===== src/rtl/rrt_pkg.sv =====
`timescale 1ns/1ps
package rrt_pkg;
  localparam int unsigned RRT_NREGS  = 16;
  localparam int unsigned RRT_DATA_W = 64;
  localparam int unsigned RRT_TAG_W  = 4;

  // where a lookup port takes its value from
  typedef enum logic {
    RD_FROM_TABLE = 1'b0,
    RD_FROM_BUS   = 1'b1
  } rrt_rd_src_e;
endpackage


===== src/rtl/rrt_rst_sync.sv =====
`timescale 1ns/1ps
module rrt_rst_sync (
  input  logic clk_i,
  input  logic rst_ni,
  output logic rst_sync_no
);
  logic [1:0] sync_q;

  always_ff @(posedge clk_i or negedge rst_ni) begin
    if (!rst_ni) sync_q <= 2'b00;
    else         sync_q <= {sync_q[0], 1'b1};
  end

  assign rst_sync_no = sync_q[1];
endmodule


===== src/rtl/rrt_entry.sv =====
`timescale 1ns/1ps
module rrt_entry #(
  parameter int unsigned DATA_W = 64,
  parameter int unsigned TAG_W  = 4
) (
  input  logic              clk_i,
  input  logic              rst_ni,
  input  logic              issue_hit_i,
  input  logic [TAG_W-1:0]  issue_tag_i,
  input  logic              bus_valid_i,
  input  logic [TAG_W-1:0]  bus_tag_i,
  input  logic [DATA_W-1:0] bus_data_i,
  output logic [TAG_W-1:0]  tag_o,
  output logic [DATA_W-1:0] val_o
);
  logic [TAG_W-1:0]  tag_q, tag_d;
  logic [DATA_W-1:0] val_q, val_d;
  logic              snoop_hit;
  logic              tag_en, val_en;

  // next state
  always_comb begin
    snoop_hit = bus_valid_i && (tag_q != '0) && (bus_tag_i == tag_q);
    val_d     = snoop_hit ? bus_data_i : val_q;
    tag_d     = issue_hit_i ? issue_tag_i : (snoop_hit ? '0 : tag_q);
    val_en    = snoop_hit;
    tag_en    = snoop_hit | issue_hit_i;
  end

  // registers
  always_ff @(posedge clk_i or negedge rst_ni) begin
    if (!rst_ni) begin
      tag_q <= '0;
    end else if (tag_en) begin
      tag_q <= tag_d;
    end
  end

  always_ff @(posedge clk_i or negedge rst_ni) begin
    if (!rst_ni) begin
      val_q <= '0;
    end else if (val_en) begin
      val_q <= val_d;
    end
  end

  assign tag_o = tag_q;
  assign val_o = val_q;

  assert_issue_tag_R2: assert property (@(posedge clk_i) disable iff (!rst_ni)
    issue_hit_i |=> tag_o == $past(issue_tag_i));

  assert_bus_write_R4: assert property (@(posedge clk_i) disable iff (!rst_ni)
    (bus_valid_i && tag_o != '0 && bus_tag_i == tag_o && !issue_hit_i)
      |=> (tag_o == '0 && val_o == $past(bus_data_i)));

  assert_mismatch_hold_R5: assert property (@(posedge clk_i) disable iff (!rst_ni)
    (!issue_hit_i && !(bus_valid_i && bus_tag_i == tag_o))
      |=> ($stable(tag_o) && $stable(val_o)));

  assert_new_tag_wins_R7: assert property (@(posedge clk_i) disable iff (!rst_ni)
    (issue_hit_i && bus_valid_i && tag_o != '0 && bus_tag_i == tag_o)
      |=> (tag_o == $past(issue_tag_i) && val_o == $past(bus_data_i)));

  assert_idle_reg_hold_R10: assert property (@(posedge clk_i) disable iff (!rst_ni)
    (tag_o == '0 && !issue_hit_i) |=> (tag_o == '0 && $stable(val_o)));
endmodule


===== src/rtl/rrt_read_port.sv =====
`timescale 1ns/1ps
module rrt_read_port
  import rrt_pkg::*;
#(
  parameter int unsigned NREGS  = 16,
  parameter int unsigned DATA_W = 64,
  parameter int unsigned TAG_W  = 4,
  parameter int unsigned IDX_W  = 4
) (
  input  logic                          clk_i,
  input  logic                          rst_ni,
  input  logic [IDX_W-1:0]              idx_i,
  input  logic [NREGS-1:0][TAG_W-1:0]   tags_i,
  input  logic [NREGS-1:0][DATA_W-1:0]  vals_i,
  input  logic                          bus_valid_i,
  input  logic [TAG_W-1:0]              bus_tag_i,
  input  logic [DATA_W-1:0]             bus_data_i,
  output logic [TAG_W-1:0]              tag_o,
  output logic [DATA_W-1:0]             val_o
);
  logic [TAG_W-1:0]  sel_tag;
  logic [DATA_W-1:0] sel_val;
  rrt_rd_src_e       src;

  always_comb begin
    sel_tag = tags_i[idx_i];
    sel_val = vals_i[idx_i];
    src     = (bus_valid_i && (sel_tag != '0) && (bus_tag_i == sel_tag))
              ? RD_FROM_BUS : RD_FROM_TABLE;
    tag_o   = (src == RD_FROM_BUS) ? '0 : sel_tag;
    val_o   = (src == RD_FROM_BUS) ? bus_data_i : sel_val;
  end

  assert_bypass_R8: assert property (@(posedge clk_i) disable iff (!rst_ni)
    (bus_valid_i && tags_i[idx_i] != '0 && bus_tag_i == tags_i[idx_i])
      |-> (tag_o == '0 && val_o == bus_data_i));

  assert_ready_read_R3: assert property (@(posedge clk_i) disable iff (!rst_ni)
    (tags_i[idx_i] == '0) |-> (tag_o == '0 && val_o == vals_i[idx_i]));
endmodule


===== src/rtl/rrt_table.sv =====
`timescale 1ns/1ps
module rrt_table
  import rrt_pkg::*;
#(
  parameter int unsigned NREGS  = RRT_NREGS,
  parameter int unsigned DATA_W = RRT_DATA_W,
  parameter int unsigned TAG_W  = RRT_TAG_W,
  localparam int unsigned IDX_W = (NREGS > 1) ? $clog2(NREGS) : 1
) (
  input  logic              clk_i,
  input  logic              rst_ni,
  input  logic              iss_wr_en_i,
  input  logic [IDX_W-1:0]  iss_dst_i,
  input  logic [TAG_W-1:0]  iss_tag_i,
  input  logic [IDX_W-1:0]  src_a_idx_i,
  input  logic [IDX_W-1:0]  src_b_idx_i,
  output logic [TAG_W-1:0]  src_a_tag_o,
  output logic [DATA_W-1:0] src_a_val_o,
  output logic [TAG_W-1:0]  src_b_tag_o,
  output logic [DATA_W-1:0] src_b_val_o,
  input  logic              cdb_valid_i,
  input  logic [TAG_W-1:0]  cdb_tag_i,
  input  logic [DATA_W-1:0] cdb_data_i
);
  localparam int unsigned NPORTS = 2;

  logic                         rst_n_int;
  logic [NREGS-1:0][TAG_W-1:0]  tags;
  logic [NREGS-1:0][DATA_W-1:0] vals;
  logic [NREGS-1:0]             issue_hit;
  logic [NPORTS-1:0][IDX_W-1:0] rd_idx;
  logic [NPORTS-1:0][TAG_W-1:0] rd_tag;
  logic [NPORTS-1:0][DATA_W-1:0] rd_val;

  rrt_rst_sync u_rst_sync (
    .clk_i       (clk_i),
    .rst_ni      (rst_ni),
    .rst_sync_no (rst_n_int)
  );

  for (genvar g = 0; g < NREGS; g++) begin : g_reg
    assign issue_hit[g] = iss_wr_en_i && (iss_dst_i == IDX_W'(g));

    rrt_entry #(.DATA_W(DATA_W), .TAG_W(TAG_W)) u_entry (
      .clk_i       (clk_i),
      .rst_ni      (rst_n_int),
      .issue_hit_i (issue_hit[g]),
      .issue_tag_i (iss_tag_i),
      .bus_valid_i (cdb_valid_i),
      .bus_tag_i   (cdb_tag_i),
      .bus_data_i  (cdb_data_i),
      .tag_o       (tags[g]),
      .val_o       (vals[g])
    );
  end

  assign rd_idx[0] = src_a_idx_i;
  assign rd_idx[1] = src_b_idx_i;

  for (genvar p = 0; p < NPORTS; p++) begin : g_port
    rrt_read_port #(
      .NREGS(NREGS), .DATA_W(DATA_W), .TAG_W(TAG_W), .IDX_W(IDX_W)
    ) u_port (
      .clk_i       (clk_i),
      .rst_ni      (rst_n_int),
      .idx_i       (rd_idx[p]),
      .tags_i      (tags),
      .vals_i      (vals),
      .bus_valid_i (cdb_valid_i),
      .bus_tag_i   (cdb_tag_i),
      .bus_data_i  (cdb_data_i),
      .tag_o       (rd_tag[p]),
      .val_o       (rd_val[p])
    );
  end

  assign src_a_tag_o = rd_tag[0];
  assign src_a_val_o = rd_val[0];
  assign src_b_tag_o = rd_tag[1];
  assign src_b_val_o = rd_val[1];

  assert_issue_tag_nonzero_R2: assert property (@(posedge clk_i) disable iff (!rst_n_int)
    iss_wr_en_i |-> (iss_tag_i != '0));

  assert_one_dest_R2: assert property (@(posedge clk_i) disable iff (!rst_n_int)
    $onehot0(issue_hit));
endmodule


===== config.mk =====
export PLATFORM = sky130hd
export DESIGN_NAME = rrt_table
export DESIGN_NICKNAME = d
export VERILOG_FILES = /design/src/rtl/rrt_pkg.sv /design/src/rtl/rrt_rst_sync.sv /design/src/rtl/rrt_entry.sv /design/src/rtl/rrt_read_port.sv /design/src/rtl/rrt_table.sv
export SDC_FILE = /design/constraint.sdc
export NUM_CORES = 2
export LEC_CHECK = 0
export ABC_AREA = 0
export BUFFER_PORTS_ARGS = -buffer_cell sky130_fd_sc_hd__buf_4
export CORE_AREA = 3 3 333 335
export DETAILED_ROUTE_END_ITERATION = 8
export DIE_AREA = 0 0 336 338
export PLACE_DENSITY = 0.82
export RECOVER_POWER = 100
export SYNTH_ARGS = -nofsm -noshare
export SYNTH_HDL_FRONTEND = slang
export SYNTH_SLANG_ARGS = --single-unit

===== constraint.sdc =====
create_clock -name clk_i -period 35.8 [get_ports clk_i]
set_clock_uncertainty 0.05 [all_clocks]
set_input_delay 3.58 -clock clk_i [delete_from_list [all_inputs] [get_ports clk_i]]
set_output_delay 3.58 -clock clk_i [all_outputs]
set_load 0.05 [all_outputs]

# After elaboration in Yosys (flattened, before gate mapping)
# Index checks and enable logic that the tools add are counted.
dict set report word_totals {
  register_bits 1090
  input_bits 88
  output_inout_bits 136
  word_cells 233
}
dict set report classes {
  bitwise 16
  mux 46
  magnitude_cmp 2
  eq_ne 33
  reduce_logical 103
}
# cell n
set ops {}
lappend ops {{$bmux W64 S4} 2}
lappend ops {{$mux W64} 4}
lappend ops {{$mux W4} 36}
lappend ops {{$eq A4 B4 Y1} 18}
lappend ops {{$reduce_bool A4 Y1} 18}
lappend ops {{$logic_and A1 B1 Y1} 52}
lappend ops {{$bmux W4 S4} 2}
lappend ops {{$eq A4 B4 Y1 const B} 8}
lappend ops {{$reduce_and A2 Y1} 16}
lappend ops {{$reduce_bool A2 Y1} 16}
lappend ops {{$eq A4 B3 Y1 const B} 4}
lappend ops {{$or A1 B1 Y1} 16}
lappend ops {{$lt A4 B5 Y1 const B} 2}
lappend ops {{$eq A4 B2 Y1 const B} 2}
lappend ops {{$eq A4 B1 Y1 const B} 1}
lappend ops {{$logic_not A4 Y1} 1}
lappend ops {{$mux W1} 2}

# Depth between registers and ports, before layout
dict set report depth {
  word_depth 7
  mapped_depth 11
  depth_no_buf 7
}

# Cells and area by module
# From an unflattened synthesis, not the netlist that was laid out.
dict set report hier_totals {
  cells_unflattened 3638
  hier_area_um2 61775.5
}
# module seq_area_each_um2 area_each_um2 n_inst cells_per_inst
set by_module_without_submodules {}
lappend by_module_without_submodules {rrt_entry 1701.6 2737.6 16 160}
lappend by_module_without_submodules {rrt_read_port 0.0 8901.0 2 526}
lappend by_module_without_submodules {rrt_table 0.0 117.6 1 23}
lappend by_module_without_submodules {rrt_rst_sync 50.0 53.8 1 3}

# Worst setup path after synthesis
# OpenSTA, ideal clock, no wires.
dict set report synth_timing {
  path_type {in2out}
  start {in src_b_idx_i[0]}
  end {out src_b_val_o[32]}
  slack_ns 25.812
  n_path_buf 4
  arrival_ns 6.358
  path_stages 7
  path_cell_list {buf_4 buf_2 buf_2 buf_1 mux4_2 mux4_2 mux2_1}
}
dict set report synth_via {
  elab_chain_cells 7
  elab_cells_between_ends 10
  classes_between {eq/ne (1); mux (6); reduce/logical (3)}
}
# element line
set synth_rtl {}
lappend synth_rtl {{start, declared} rrt_table.sv:16} ;# input logic [IDX_W-1:0] src_b_idx_i,
lappend synth_rtl {{$bmux W4 S4} rrt_read_port.sv:26} ;# sel_tag = tags_i[idx_i];
lappend synth_rtl {{$mux W4 (not written as such)} rrt_read_port.sv:26}
lappend synth_rtl {{$reduce_bool A4 Y1} rrt_read_port.sv:28} ;# src = (bus_valid_i && (sel_tag != '0) && (bus_tag_i == sel_tag))
lappend synth_rtl {{$logic_and A1 B1 Y1 (2 in series)} rrt_read_port.sv:28}
lappend synth_rtl {{$mux W1} rrt_read_port.sv:29} ;# ? RD_FROM_BUS : RD_FROM_TABLE;
lappend synth_rtl {{$mux W64 *} rrt_read_port.sv:31} ;# val_o = (src == RD_FROM_BUS) ? bus_data_i : sel_val;
lappend synth_rtl {{end, declared} rrt_table.sv:20} ;# output logic [DATA_W-1:0] src_b_val_o,
# Mark *: on every way between the ends. The rest lies on a longest branch, timed or not. The select of a mux whose other input is x is not followed.

# Worst setup path in the final report
dict set report layout_timing {
  start {in src_a_idx_i[1]}
  end {out src_a_val_o[42]}
}
dict set report layout_via {
  elab_chain_cells 7
  elab_cells_between_ends 10
  classes_between {eq/ne (1); mux (6); reduce/logical (3)}
}
# element line
set layout_rtl {}
lappend layout_rtl {{start, declared} rrt_table.sv:15} ;# input logic [IDX_W-1:0] src_a_idx_i,
lappend layout_rtl {{$bmux W4 S4} rrt_read_port.sv:26}
lappend layout_rtl {{$mux W4 (not written as such)} rrt_read_port.sv:26}
lappend layout_rtl {{$reduce_bool A4 Y1} rrt_read_port.sv:28}
lappend layout_rtl {{$logic_and A1 B1 Y1 (2 in series)} rrt_read_port.sv:28}
lappend layout_rtl {{$mux W1} rrt_read_port.sv:29}
lappend layout_rtl {{$mux W64 *} rrt_read_port.sv:31}
lappend layout_rtl {{end, declared} rrt_table.sv:18} ;# output logic [DATA_W-1:0] src_a_val_o,
# Marks and branches as above.

==> results.md <==
* Die area at 114000 sq um
* Die Height at 338 um
* Fin nets at 3843
* RSZ-0062 raised after global routing: false
* Io pins at about 220
* Antenna Violating Nets Remaining at 0
* Routability-driven placement congestion ratio at 0.866
* Seq cells post-synth at 1090
* Seq/Total Area, Yosys at a little under half
* PostCTS Resize Cnt at 0
* DR iter-0 viols at 3456
* Area delta synth->final at 9.69%
* Worst VDD drop at 0.0645 mV
* Global-route wire length before repair at 239000 um
* Critical path's most frequent cell: clkbuf_1
* P_sw at 0.00178 W
* CTS root buf: clkbuf_16
* H-tree depth at 3
* Hold Path Origin: u_rst_sync.sync_q[0]
* Int Power at 0.00359 W
* Yosys warns at 0
* Final hold vios at 0
* Maxcap violations at 51
* Worst EP arrival at about 19 ns
* Gr usage total at between 20% and 30%
* Pleak at approximately 27 nW
* Sw Share at about a third
* Critical Path Max Stage Delay at around 6.5 ns
* CTS tree: yes
* Slew Limit Fails at ~2700
* Flop pwr share at 40.5%
* Clock buffer depth at 3
* Status: finished with violations
* Worst path slowest cell: clkbuf_1
* Via Count at 35942
* Num Clock Sinks at 1090
* Average wire per standard cell at 29.5 um
* Startpoint class of the critical path: input port
* CP startpoint: src_a_idx_i[1]
* Worst Reg-to-Reg Cells at 3
* Largest net degree at the start of global routing at 186
* Reg2Reg Setup Slack at 19.61 ns
* Hold path cells at 0
* Post-synth EDFFs at 0
* Worst min path class: register to register
* Data required time of the critical path at 32.17 ns
* Crit Reg-Reg Startpoint: u_rst_sync.sync_q[1]
* Clock Latency Late Sink at 0.71 ns
* DRT Pass-1 Iters at 5
* Fmax at 44.2 MHz
* Tmin final at between 20 and 25 ns
* Reg-to-Reg End: g_reg[12].u_entry.val_o[6]
* Met2 wire len at approximately 77000 um
* Worst Setup Path Type: input port to output pin
* Total Wirelength at ~160000 um
* Syn Area/Cell at 15.9 sq um
* Critical path cell sequence: clkbuf_1 -> clkbuf_1 -> mux4_2 -> a22oi_1 -> o31ai_1 -> xnor2_1 -> nand3_1 -> a211oi_1 -> clkbuf_1 -> mux2_2 -> clkbuf_1
* Failing checks: max-capacitance violations, max-slew violations
* Post-Synthesis Cells at around 3700
* Mapped cell area at ~59000 sq um
* Clk slew on worst S/H paths at 0.06 ns
* Metal3 WL at 12300 um
* Final Cycle Share at 63.2%
* DPL Wire Length at approximately 85000 um
* Chip width at 336 um
* Synth cell types at 41
* Setup_tns at 0 ns
* TritonCTS Buffers at 112
* Critical Path Fanout Max at 139
* Least-Margin Pin Slew at just under 10 ns
* Top FF cell, synth: dfrtp_1
* Net Count, Synth at 3813
* Worst Hold Path EP: u_rst_sync.sync_q[1]
* Pwr dens at between 80 and 90 nW/um^2
* Initial Utilization at 54.7%
* Port buffer count at 223
* Top Layer Used: met4
* Post-synthesis async set-or-reset flop share at 100%
* Via density at 6.83
* Vias in the first global route at 38304
* Met1 WL at 60300 um
* DRC at 0
* # rows at 121
* Endpoint type of the worst setup path: output pin
* Total Power at 0.00537 W
* Setup bufs post-CTS at 0
* # setup viols final at 0
* CTS Hold Buffers Added at 0
* Clk network pwr share at a little under a quarter
* Grt ovf at 0
* Layout cell share with drive strength beyond 1 at 54.3%
* Slew margin rel. at -545%
* Initial antenna violation count at 0
* Combinational Power Share at a little under two fifths
* Placeable core region at about 110000 sq um
cell families after synthesis:
kind of cell	after synthesis	synth area share (%)
flops	1090	46.0
buf+inv	368	2.46
compound gates	99	0.914
mux	1843	47.8
simple gates	271	2.01
other cells	1	0.00632
xor+xnor	53	0.783
metrics by stage:
step           hold slack [ns]  utilization (%)  cells  setup WS (ns)  instance area [sq um]
2_1_floorplan            0.281                -   3725           3.12                  59300
3_3_place_gp             0.288             57.2   5055          24.28                  62000
3_5_place_dp             0.304             57.2   5055          24.20                  62000
4_1_cts                  0.319             60.7   5258          24.20                  65800
5_1_grt                  0.332             60.0   5258          12.31                  65000
6_report                 0.314             60.0   5260          13.18                  65000
flip-flops by register name, indices dropped and copies added, names as in the netlist:
signal             cells
u_rst_sync.sync_q      2
g.u_entry.val_o     1024
g.u_entry.tag_o       64
Yosys cell counts (all sizes together), types with 2 or more instances:
master  number  area (sq um)
dfrtp     1090         27300
a211oi       2          20.0
o21ai       67           335
inv          4          15.0
nor2        35           131
clkbuf     197           739
nand2b       7          43.8
a221oi       2          17.5
mux2i       14           140
xnor2       52           455
and2         3          18.8
nand2      153           582
buf        167           704
a21oi       18          90.1
mux2      1161         13200
nor2b       10          62.6
nand3        8          40.0
a22oi        2          15.0
o22ai        2          12.5
nor3        33           176
nand4       16           100
mux4       668         15000
or3          4          25.0
o31ai        2          15.0
routing by layer:
| metal | up-vias | global-route usage [%] |
|---|---|---|
| met5 | - | 0 |
| li1 | 14557 | - |
| met3 | 360 | 4.61 |
| met2 | 1555 | 46.0 |
| met4 | 0 | 10.3 |
| met1 | 19470 | 37.6 |
worst max path at each step:
stage	end	cells past startpoint
2_1_floorplan	g_reg[0].u_entry.tag_o[0]	0
3_3_place_gp	src_b_val_o[42]	10
3_5_place_dp	src_b_val_o[38]	10
4_1_cts	src_b_val_o[38]	10
5_1_grt	src_a_val_o[44]	11
6_report	src_a_val_o[42]	11
final cells by class:
cell class | count | area [sq um]
antenna | 2 | 5.00
clock buffer | 164 | 3260
clock inverter | 39 | 571
fill | 8012 | 43400
inverter | 4 | 20.0
multi-input combinational | 2267 | 30500
sequential | 1090 | 27300
tap | 1414 | 1770
timing repair buffer | 280 | 1610
placed cells by master (no fill, tap or decap), types with 14 or more instances in the layout:
cell type  netlist  layout
a21oi_1         18      17
buf_4            4     126
clkbuf_1       197     174
clkbuf_16        0     113
clkbuf_8         0      24
clkinv_2         0      19
dfrtp_1       1090    1090
mux2_1          33      66
mux2_2        1101    1095
mux2i_1         14      14
mux4_2         668     668
nand2_1        152     153
nand4_1         16      16
nor2_1          35      25
nor3_1          32      32
o21ai_0         66      67
xnor2_1         52      52
power by group through the flow:
stage	clock [W]	sequential (W)	combinational, W
after floorplan	0	0.00207	0.00160
after global placement	0	0.00213	0.00198
after detailed placement	0	0.00218	0.00203
after CTS	0.00123	0.00217	0.00204
after global routing	0.00128	0.00225	0.00210
final	0.00122	0.00218	0.00198
worst max-delay path, delay by kind of cell:
family	cells	cell delay [ns]
buf+inv	4	12.62
xor+xnor	1	0.17
mux	2	1.74
simple gates	1	0.11
compound gates	3	0.55
Note: power is estimated with default switching activity, not from simulation.
